`src/rtl/sd_dec_pkg.sv`:
```
package sd_dec_pkg;

  typedef enum logic [1:0] {
    RATIO_64  = 2'd0,
    RATIO_128 = 2'd1,
    RATIO_192 = 2'd2,
    RATIO_384 = 2'd3
  } ratio_e;

  // codes outside 1..3 fall back to the smallest ratio
  function automatic ratio_e ratio_decode(input logic [3:0] code);
    case (code)
      4'd1:    return RATIO_128;
      4'd2:    return RATIO_192;
      4'd3:    return RATIO_384;
      default: return RATIO_64;
    endcase
  endfunction

  function automatic int ratio_value(input ratio_e r);
    case (r)
      RATIO_128: return 128;
      RATIO_192: return 192;
      RATIO_384: return 384;
      default:   return 64;
    endcase
  endfunction

  // right shift that brings ratio^order down to out_w signed bits
  function automatic int norm_shift(input int ratio, input int order, input int out_w);
    longint gain_full;
    int     bits;
    gain_full = 1;
    for (int i = 0; i < order; i++) gain_full = gain_full * longint'(ratio);
    bits = 0;
    while ((longint'(1) << bits) < gain_full) bits++;
    return bits - (out_w - 1);
  endfunction

endpackage

```
`src/rtl/sd_ce_gen.sv`:
```
module sd_ce_gen #(
  parameter int DIV_W   = 8,
  parameter int MIN_DIV = 3
) (
  input  logic             clk,
  input  logic             rst_n,
  input  logic             en,
  input  logic [DIV_W-1:0] div,
  output logic             ce
);

  localparam logic [DIV_W-1:0] MIN_V = DIV_W'(MIN_DIV);

  logic [DIV_W-1:0] cnt_q, cnt_d, eff_div;

  assign eff_div = (div < MIN_V) ? MIN_V : div;
  assign ce      = en && (cnt_q == '0);

  always_comb begin
    cnt_d = cnt_q;
    if (!en)     cnt_d = '0;
    else if (ce) cnt_d = eff_div - 1'b1;
    else         cnt_d = cnt_q - 1'b1;
  end

  always_ff @(posedge clk or negedge rst_n) begin
    if (!rst_n) cnt_q <= '0;
    else        cnt_q <= cnt_d;
  end

endmodule

```
`src/rtl/sd_cic_core.sv`:
```
module sd_cic_core #(
  parameter int ORDER = 4,
  parameter int ACC_W = 37,
  parameter int CNT_W = 9
) (
  input  logic                    clk,
  input  logic                    rst_n,
  input  logic                    en,
  input  logic                    ce,
  input  logic                    bit_in,
  input  logic [CNT_W-1:0]        last_idx,
  output logic signed [ACC_W-1:0] comb_out,
  output logic                    comb_vld
);

  localparam logic signed [ACC_W-1:0] PLUS_ONE = ACC_W'(1);

  logic signed [ACC_W-1:0] x_in;
  logic signed [ACC_W-1:0] int_val  [ORDER];
  logic signed [ACC_W-1:0] comb_val [ORDER];
  logic                    comb_stb [ORDER];
  logic [CNT_W-1:0]        dcnt_q, dcnt_d;
  logic                    dec_q, dec_d;

  assign x_in = bit_in ? PLUS_ONE : -PLUS_ONE;

  // integrator chain, one register per stage, modular arithmetic
  for (genvar k = 0; k < ORDER; k++) begin : g_int
    logic signed [ACC_W-1:0] addend, acc_q, acc_d;
    if (k == 0) begin : g_first
      assign addend = x_in;
    end else begin : g_next
      assign addend = int_val[k-1];
    end
    always_comb begin
      acc_d = acc_q;
      if (!en)     acc_d = '0;
      else if (ce) acc_d = acc_q + addend;
    end
    always_ff @(posedge clk or negedge rst_n) begin
      if (!rst_n) acc_q <= '0;
      else        acc_q <= acc_d;
    end
    assign int_val[k] = acc_q;
  end

  // decimation counter
  always_comb begin
    dcnt_d = dcnt_q;
    dec_d  = 1'b0;
    if (!en) begin
      dcnt_d = '0;
    end else if (ce) begin
      if (dcnt_q >= last_idx) begin
        dcnt_d = '0;
        dec_d  = 1'b1;
      end else begin
        dcnt_d = dcnt_q + 1'b1;
      end
    end
  end

  always_ff @(posedge clk or negedge rst_n) begin
    if (!rst_n) begin
      dcnt_q <= '0;
      dec_q  <= 1'b0;
    end else begin
      dcnt_q <= dcnt_d;
      dec_q  <= dec_d;
    end
  end

  // comb chain, one stage per clock after the decimation strobe
  for (genvar k = 0; k < ORDER; k++) begin : g_comb
    logic signed [ACC_W-1:0] din, dly_q, dly_d, out_q, out_d;
    logic                    stb_in, vld_q, vld_d;
    if (k == 0) begin : g_first
      assign din    = int_val[ORDER-1];
      assign stb_in = dec_q;
    end else begin : g_next
      assign din    = comb_val[k-1];
      assign stb_in = comb_stb[k-1];
    end
    always_comb begin
      dly_d = dly_q;
      out_d = out_q;
      vld_d = 1'b0;
      if (!en) begin
        dly_d = '0;
        out_d = '0;
      end else if (stb_in) begin
        dly_d = din;
        out_d = din - dly_q;
        vld_d = 1'b1;
      end
    end
    always_ff @(posedge clk or negedge rst_n) begin
      if (!rst_n) begin
        dly_q <= '0;
        out_q <= '0;
        vld_q <= 1'b0;
      end else begin
        dly_q <= dly_d;
        out_q <= out_d;
        vld_q <= vld_d;
      end
    end
    assign comb_val[k] = out_q;
    assign comb_stb[k] = vld_q;
  end

  assign comb_out = comb_val[ORDER-1];
  assign comb_vld = comb_stb[ORDER-1];

endmodule

```
`src/rtl/sd_out_scale.sv`:
```
module sd_out_scale #(
  parameter int ACC_W   = 37,
  parameter int OUT_W   = 16,
  parameter int GAIN_W  = 4,
  parameter int SHIFT_W = 6
) (
  input  logic                    clk,
  input  logic                    rst_n,
  input  logic                    en,
  input  logic                    in_vld,
  input  logic signed [ACC_W-1:0] in_data,
  input  logic [SHIFT_W-1:0]      shift,
  input  logic [GAIN_W-1:0]       gain,
  output logic signed [OUT_W-1:0] pcm,
  output logic                    pcm_vld
);

  localparam int PROD_W = ACC_W + GAIN_W + 2;
  localparam logic signed [PROD_W-1:0] SAT_HI = PROD_W'((64'sd1 <<< (OUT_W - 1)) - 64'sd1);
  localparam logic signed [PROD_W-1:0] SAT_LO = -SAT_HI - PROD_W'(1);

  logic signed [ACC_W-1:0]  norm;
  logic signed [PROD_W-1:0] norm_ext, gfac, prod, half;
  logic signed [OUT_W-1:0]  sat_val, pcm_d;
  logic                     vld_d;

  assign norm     = in_data >>> shift;
  assign norm_ext = {{(PROD_W-ACC_W){norm[ACC_W-1]}}, norm};
  assign gfac     = PROD_W'(gain) + PROD_W'(2);
  assign prod     = norm_ext * gfac;
  assign half     = prod >>> 1;

  always_comb begin
    if (half > SAT_HI)      sat_val = SAT_HI[OUT_W-1:0];
    else if (half < SAT_LO) sat_val = SAT_LO[OUT_W-1:0];
    else                    sat_val = half[OUT_W-1:0];
  end

  always_comb begin
    pcm_d = pcm;
    vld_d = 1'b0;
    if (!en) begin
      pcm_d = '0;
    end else if (in_vld) begin
      pcm_d = sat_val;
      vld_d = 1'b1;
    end
  end

  always_ff @(posedge clk or negedge rst_n) begin
    if (!rst_n) begin
      pcm     <= '0;
      pcm_vld <= 1'b0;
    end else begin
      pcm     <= pcm_d;
      pcm_vld <= vld_d;
    end
  end

endmodule

```
`src/rtl/sd_decimator.sv`:
```
module sd_decimator
  import sd_dec_pkg::*;
#(
  parameter int DIV_W   = 8,
  parameter int SEL_W   = 4,
  parameter int GAIN_W  = 4,
  parameter int OUT_W   = 16,
  parameter int ORDER   = 4,
  parameter int MAX_OSR = 384
) (
  input  logic              clk,
  input  logic              rst_n,
  input  logic              en,
  input  logic [DIV_W-1:0]  clk_div,
  input  logic [SEL_W-1:0]  osr_sel,
  input  logic [GAIN_W-1:0] gain,
  input  logic              sd_bit,
  output logic              sd_ce,
  output logic [OUT_W-1:0]  pcm,
  output logic              pcm_valid
);

  localparam int CNT_W   = $clog2(MAX_OSR);
  localparam int ACC_W   = 1 + ORDER * CNT_W;
  localparam int SHIFT_W = $clog2(ACC_W) + 1;
  localparam int SH_64   = norm_shift(64,  ORDER, OUT_W);
  localparam int SH_128  = norm_shift(128, ORDER, OUT_W);
  localparam int SH_192  = norm_shift(192, ORDER, OUT_W);
  localparam int SH_384  = norm_shift(384, ORDER, OUT_W);

  logic                    rst_meta_q, rst_sync_q;
  ratio_e                  ratio;
  logic [CNT_W-1:0]        last_idx;
  logic [SHIFT_W-1:0]      shift;
  logic signed [ACC_W-1:0] comb_out;
  logic                    comb_vld;
  logic signed [OUT_W-1:0] pcm_s;

  // asynchronous assertion, synchronous release
  always_ff @(posedge clk or negedge rst_n) begin
    if (!rst_n) begin
      rst_meta_q <= 1'b0;
      rst_sync_q <= 1'b0;
    end else begin
      rst_meta_q <= 1'b1;
      rst_sync_q <= rst_meta_q;
    end
  end

  assign ratio    = ratio_decode(4'(osr_sel));
  assign last_idx = CNT_W'(ratio_value(ratio) - 1);

  always_comb begin
    case (ratio)
      RATIO_128: shift = SHIFT_W'(SH_128);
      RATIO_192: shift = SHIFT_W'(SH_192);
      RATIO_384: shift = SHIFT_W'(SH_384);
      default:   shift = SHIFT_W'(SH_64);
    endcase
  end

  sd_ce_gen #(
    .DIV_W   (DIV_W),
    .MIN_DIV (3)
  ) u_ce (
    .clk   (clk),
    .rst_n (rst_sync_q),
    .en    (en),
    .div   (clk_div),
    .ce    (sd_ce)
  );

  sd_cic_core #(
    .ORDER (ORDER),
    .ACC_W (ACC_W),
    .CNT_W (CNT_W)
  ) u_cic (
    .clk      (clk),
    .rst_n    (rst_sync_q),
    .en       (en),
    .ce       (sd_ce),
    .bit_in   (sd_bit),
    .last_idx (last_idx),
    .comb_out (comb_out),
    .comb_vld (comb_vld)
  );

  sd_out_scale #(
    .ACC_W   (ACC_W),
    .OUT_W   (OUT_W),
    .GAIN_W  (GAIN_W),
    .SHIFT_W (SHIFT_W)
  ) u_scale (
    .clk     (clk),
    .rst_n   (rst_sync_q),
    .en      (en),
    .in_vld  (comb_vld),
    .in_data (comb_out),
    .shift   (shift),
    .gain    (gain),
    .pcm     (pcm_s),
    .pcm_vld (pcm_valid)
  );

  assign pcm = pcm_s;

endmodule

```
`config.mk`:
```
export PLATFORM = sky130hd
export DESIGN_NAME = sd_decimator
export DESIGN_NICKNAME = d
export VERILOG_FILES = /design/src/rtl/sd_dec_pkg.sv /design/src/rtl/sd_ce_gen.sv /design/src/rtl/sd_cic_core.sv /design/src/rtl/sd_out_scale.sv /design/src/rtl/sd_decimator.sv
export SDC_FILE = /design/constraint.sdc
export NUM_CORES = 2
export LEC_CHECK = 0
export ABC_AREA = 0
export BUFFER_PORTS_ARGS = -buffer_cell sky130_fd_sc_hd__buf_2
export CORE_AREA = 10 10 397 283
export CTS_CLUSTER_DIAMETER = 100
export DETAILED_ROUTE_END_ITERATION = 16
export DIE_AREA = 0 0 407 293
export PLACE_DENSITY = 0.64
export SLEW_MARGIN = 20
export SYNTH_ARGS = -nofsm -noshare
export SYNTH_HDL_FRONTEND = slang
export SYNTH_SLANG_ARGS = --single-unit
export TNS_END_PERCENT = 20
```
`constraint.sdc`:
```
create_clock -name clk -period 16.65 [get_ports clk]
set_input_delay 3.33 -clock clk [delete_from_list [all_inputs] [get_ports clk]]
set_output_delay 3.33 -clock clk [all_outputs]
set_load 0.02 [all_outputs]
```
=== After elaboration in Yosys (flattened, before gate mapping) ===
Index checks and enable logic that the tools add are counted.

* Equal/unequal tests: 12
* Order comparisons: 4
* Mux-type cells: 51
* $mul: 1
* Shift-type cells: 1
* Reductions and logical operators: 2
* Add/subtract/negate cells: 13

{| class="wikitable"
|+ Operator list
! operator !! count
|-
| $mux 37 || 25
|-
| $add 37x37->37 || 4
|-
| $sub 37x37->37 || 4
|-
| $mux 16 || 4
|-
| $mul 37x6->43 || 1
|-
| $gt 42x16->1 const B || 1
|-
| $lt 42x16->1 const B || 1
|-
| $sshr 37x5->37 || 1
|-
| $mux 9 || 3
|-
| $pmux 9 s3 || 1
|-
| $mux 8 || 3
|-
| $sub 8x1->8 const B || 2
|-
| $pmux 5 s3 || 1
|-
| $mux 1 || 13
|-
| $ne 2x1->1 const B || 6
|-
| $add 9x1->9 const B || 1
|-
| $ge 9x9->1 || 1
|-
| $sub 9x2->9 const B || 1
|-
| $eq 4x2->1 const B || 2
|-
| $logic_not 8->1 || 1
|-
| $lt 8x2->1 const B || 1
|-
| $pmux 2 s3 || 1
|-
| $add 4x2->5 const B || 1
|-
| $eq 2x2->1 const B || 2
|-
| 3 further kinds || 3
|}

* Bits of input ports: 20
* Output and inout port bits: 18
* Logic and storage cells: 107
* Bits in registers: 485

=== Depth between registers and ports, before layout ===
* Word-level depth: 11
* Mapped depth: 28

=== Cells and area by module ===
From an unflattened synthesis, not the netlist that was laid out.

* Cells, all modules: 5117
* Area total of the unflattened synthesis: 44644.1 um^2

{| class="wikitable"
|+ By module, submodules not included
! module !! cells an instance !! area an instance (um^2) !! sequential area each (um^2) !! instances
|-
| sd_cic_core || 3681 || 33823.7 || 11461.0 || 1
|-
| sd_out_scale || 1360 || 10108.4 || 425.4 || 1
|-
| sd_ce_gen || 67 || 609.3 || 200.2 || 1
|-
| sd_decimator || 9 || 102.6 || 50.0 || 1
|}

=== Worst setup path before layout ===
No wires, ideal clock.

* Path kind: input to register
* From: in osr_sel[3]
* To: reg u_scale.pcm[11]
* Data arrival time: 9.643 ns
* Required time: 16.519 ns
* Stages: 26
* Library setup time: 0.131 ns
* Buffers on the path: 3
* Slack: 6.876 ns
* Cell sequence: nor2_1 and2_1 clkbuf_1 inv_2 buf_1 mux2i_1 mux2i_1 nor2b_1 fa_1 fa_1 inv_1 fa_1 inv_1 ha_1 nand3_2 or4_4 and3b_4 o21a_4 o41ai_4 a21oi_1 xnor2_2 nor4_1 nand4_1 clkbuf_1 a211oi_1 o211ai_1

* Longest elaborated chain between the ends: 11
* Elaborated cells on any way between the ends: 16
* Those cells by class: mul (1); order compare (2); eq/ne (6); shift (1); mux (6)

{| class="wikitable"
|+ Ends and longest elaborated chain
! what !! line !! source
|-
| from (decl) || sd_decimator.sv:15 || <nowiki>input logic [SEL_W-1:0] osr_sel,</nowiki>
|-
| $eq 4x2->1 or $eq 4x1->1 (tied branches) || sd_dec_pkg.sv:12 || <nowiki>case (code)</nowiki>
|-
| $pmux 2 s3 * || sd_dec_pkg.sv:12 ||
|-
| $eq 2x2->1 or $eq 2x1->1 (tied branches) || sd_decimator.sv:54 || <nowiki>case (ratio)</nowiki>
|-
| $pmux 5 s3 * || sd_decimator.sv:54 ||
|-
| $sshr 37x5->37 * || sd_out_scale.sv:27 || <nowiki>assign norm = in_data >>> shift;</nowiki>
|-
| $mul 37x6->43 * || sd_out_scale.sv:30 || <nowiki>assign prod = norm_ext * gfac;</nowiki>
|-
| $lt 42x16->1 || sd_out_scale.sv:35 || <nowiki>else if (half < SAT_LO) sat_val = SAT_LO[OUT_W-1:0];</nowiki>
|-
| $mux 16 || sd_out_scale.sv:35 ||
|-
| $mux 16 * || sd_out_scale.sv:34 || <nowiki>if (half > SAT_HI) sat_val = SAT_HI[OUT_W-1:0];</nowiki>
|-
| $mux 16 * || sd_out_scale.sv:44 || <nowiki>end else if (in_vld) begin</nowiki>
|-
| $mux 16 * || sd_out_scale.sv:42 || <nowiki>if (!en) begin</nowiki>
|-
| to (signal assigned) || sd_out_scale.sv:55 || <nowiki>pcm <= pcm_d;</nowiki>
|-
| to (decl) || sd_out_scale.sv:14 || <nowiki>output logic signed [OUT_W-1:0] pcm,</nowiki>
|}

Every way passes the cells marked *; elsewhere a longest branch is shown, timed or not. The select of a mux whose other input is x is not followed.
A chain may end at the register's enable or synchronous reset.

=== Final worst setup path ===
* From: in osr_sel[3]
* To: reg u_scale.pcm[1]

The elaborated chain is that of the path after synthesis.

==> flow_summary.ini <==
[run_status]
outcome = completed

[placed_design]
numPortBuffers = 37
gp_congestion = 0.903
place_inst = 6063
place_ws_ps = 5640
hpwl_microns = 73100

[power_and_ir_drop]
switching_share = 0.322
p_per_area_nw_per_um2 = 73.8
p_leak_nw = 20.8
seqPwrFrac = 0.383
clkPwrFrac = 0.376
comb_power_share = 0.242
p_int_mw = 2.25
switchingPower_mw = 1.06
vdd_drop_max_v = 0.0000867
power_mw = 3.31

[setup_path]
max_stage_delay_ps = 710
cp-start-kind = input port
crit_buf_inv = 5
arrival_ps = 10960
end_kind = register
worstSetupPathType = input port to register
crit_required_ps = 17170
crit_fanout = 25
critPathTopFamily = simple AND/OR/NAND/NOR gates
critPathSlowestCell = nor4_4

[synth]
synth-simple-area-share = 0.181
syn_area_sq_um = 41500
syn_nets = 5250
yosys.area_share.adder = 0.165
muxShareOfSynthArea = 0.0656
yosysUniqueCellTypes = 86
synthXorXnorAreaFrac = 0.0548
ys.flop_type = dfrtp_1
synth_seq_cells = 478
synth_top_family_by_area = compound AO/OA/AOI/OAI gates
synth_edf_count = 0
postSynthCellCount = 4749
ys.warnings.count = 0
synth_compound_area_frac = 0.190
async_reset_ff_frac = 1.00
avgSynthCellArea_sq_um = 8.75
synth-seq-area-share = 0.288

[floorplanning]
dieArea_sq_um = 119000
ios = 38
start_util = 0.395
die_h_microns = 293
rows = 100
chipWidth_microns = 407
core-area_sq_um = 105000

[finish]
post-route-util = 0.426
areaGrowthSynthToFinish_pct = 8.02
fill_cells = 10300
drive_above_1_share = 0.0457
mostFrequentLayoutCells = 473 x dfrtp_1, 425 x inv_1, 370 x ha_1, 369 x nand2_1, 309 x a21oi_1
layoutNonFillerInstCount = 6155
n_antenna_cell = 0
nets = 5189
layout_commonest_cell = dfrtp_1

[global_route]
grt_pass1_wl_microns = 165000
overflow = 0
grt_max_degree = 219
grt_pass1_vias = 31300
antenna_found_initial = 1
grt.total_usage = 0.163

[clock_tree]
clk_pin_slew_worst_paths_ps = 60
cts_buffers = 51
clk_path_buf_depth = 3
cts_sinks = 478
cts_resized = 0
htree_levels = 2
cts_root_buf = clkbuf_16
tritoncts = done
post-cts-setup-buffers = 0
clk_latency_ps = 630
postCtsHoldBufs = 0

[sta]
period_share = 0.627
setup-tns-final_ps = 0
slew-limit-headroom = 0.295
finalSetupViolCount = 0
fmax_mhz = 95.8
finClkSkew_ps = 33.4
hold_viol = 0
rsz0062_at_grt = no
fin_ws_ps = 6210
maxSlewViolCount = 0
tightest_slew_ps = 1060
fin_crit_ps = 10440

[detailed_routing]
routed_wl_microns = 98600
first_pass_iters = 5
route.detailed.drc = 0
wl_per_cell_microns = 16.0
first_iter_violations = 2392
via_per_inst = 5.32
antenna_left = 0
vias = 32700

[run]
drv_cap = 0

[worst_hold_path]
min_path_type = register to register
-- cells in the mapped netlist, types with 9 or more instances --
| master | count | area, sq um |
|---|---|---|
| dfrtp_1 | 478 | 12000 |
| inv_1 | 425 | 1600 |
| ha_1 | 370 | 4630 |
| nand2_1 | 369 | 1390 |
| a21oi_1 | 309 | 1550 |
| o21ai_0 | 307 | 1540 |
| nor2b_1 | 299 | 1870 |
| mux2i_1 | 242 | 2420 |
| nor2_1 | 207 | 777 |
| and2_1 | 182 | 1140 |
| a21o_1 | 178 | 1340 |
| clkbuf_1 | 154 | 578 |
| xnor2_1 | 141 | 1230 |
| xor2_1 | 117 | 1020 |
| fa_1 | 111 | 2220 |
| nand3_1 | 73 | 365 |
| nor3_1 | 63 | 315 |
| nand2b_1 | 55 | 344 |
| a211oi_1 | 51 | 383 |
| o21a_1 | 48 | 360 |
| nand4_1 | 43 | 269 |
| o21bai_1 | 42 | 315 |
| a31oi_1 | 39 | 244 |
| and3_1 | 39 | 244 |
| o211ai_1 | 27 | 203 |
| a21boi_0 | 25 | 188 |
| or3_1 | 23 | 144 |
| o22ai_1 | 20 | 125 |
| o31ai_1 | 17 | 128 |
| a41oi_1 | 15 | 131 |
| buf_1 | 15 | 56.3 |
| o211a_1 | 15 | 150 |
| nand3b_1 | 14 | 105 |
| a211o_1 | 13 | 114 |
| nor4_1 | 12 | 75.1 |
| o221ai_1 | 12 | 105 |
| or2_2 | 12 | 75.1 |
| and4_1 | 11 | 96.3 |
| mux4_2 | 11 | 248 |
| o21ai_1 | 11 | 55.1 |
| o31a_1 | 9 | 78.8 |
-- through the flow --
stage,hold slack [ps],area (sq um)
2_1_floorplan,331,41500
6_report,356,44900
3_3_place_gp,338,43100
3_5_place_dp,345,43100
5_1_grt,364,44900
4_1_cts,360,44900
-- path summary, 6_finish.rpt --
check | startpoint | to | slack [ps] | depth (start not counted)
min in group asynchronous | rst_sync_q | u_cic.g_comb[1].out_q[3] | 420 | 0
min reg2reg | rst_meta_q | rst_sync_q | 360 | 0
max in group asynchronous | rst_sync_q | u_cic.dec_q | 13120 | 3
max | osr_sel[3] | u_scale.pcm[1] | 6210 | 25
max reg2reg | u_cic.comb_out[7] | u_scale.pcm[1] | 9360 | 22
min | rst_meta_q | rst_sync_q | 360 | 0
-- sequential cells by signal, indices dropped and copies added (netlist names) --
signal,flops
u_cic.dec_q,1
rst_sync_q,1
u_cic.g_comb.dly_q,148
u_cic.g_comb.out_q,111
u_cic.g_comb.din,37
u_cic.comb_out,30
u_ce.cnt_q,8
rst_meta_q,1
u_scale.pcm_vld,1
u_cic.g_comb.vld_q,3
u_scale.pcm,16
u_cic.dcnt_q,9
u_cic.comb_vld,1
u_cic.g_int.acc_q,111
-- cell families (layout without fill, tap and decap cells) --
group           after synthesis  count (layout)
fa+ha+maj                   481             481
xor+xnor                    259             259
mux                         258             258
flops                       478             478
other cells                   1               1
compound gates             1232            1232
simple gates               1436            1436
buf+inv                     604             582
-- cell type report --
| type | count | area (sq um) | share of cell area |
|---|---|---|---|
| inverters | 428 | 1610 | 0.0358 |
| clock buffers | 70 | 1460 | 0.0325 |
| repair buffers | 62 | 395 | 0.00881 |
| clock inverters | 22 | 329 | 0.00733 |
| multi-input cells | 3667 | 27300 | 0.609 |
| flip-flops and latches | 478 | 12000 | 0.267 |
| well taps | 1428 | 1790 | 0.0398 |
-- power by group through the flow --
stage | combinational [mW] | sequential, mW | clock [mW]
4_1_cts | 0.799 | 1.27 | 1.28
2_1_floorplan | 0.618 | 1.28 | 0
3_5_place_dp | 0.796 | 1.29 | 0
5_1_grt | 0.910 | 1.27 | 1.32
6_report | 0.800 | 1.27 | 1.24
3_3_place_gp | 0.781 | 1.29 | 0
-- per-layer routing --
| layer | vias up | part of all wire | track usage |
|---|---|---|---|
| met3 | 101 | 0.047 | 0.0256 |
| met4 | 0 | 0.017 | 0.0314 |
| met5 | - | 0 | 0 |
| met1 | 15700 | 0.54 | 0.256 |
| met2 | 513 | 0.40 | 0.231 |
| li1 | 16500 | - | - |
Power figures use the tool's default switching activity.
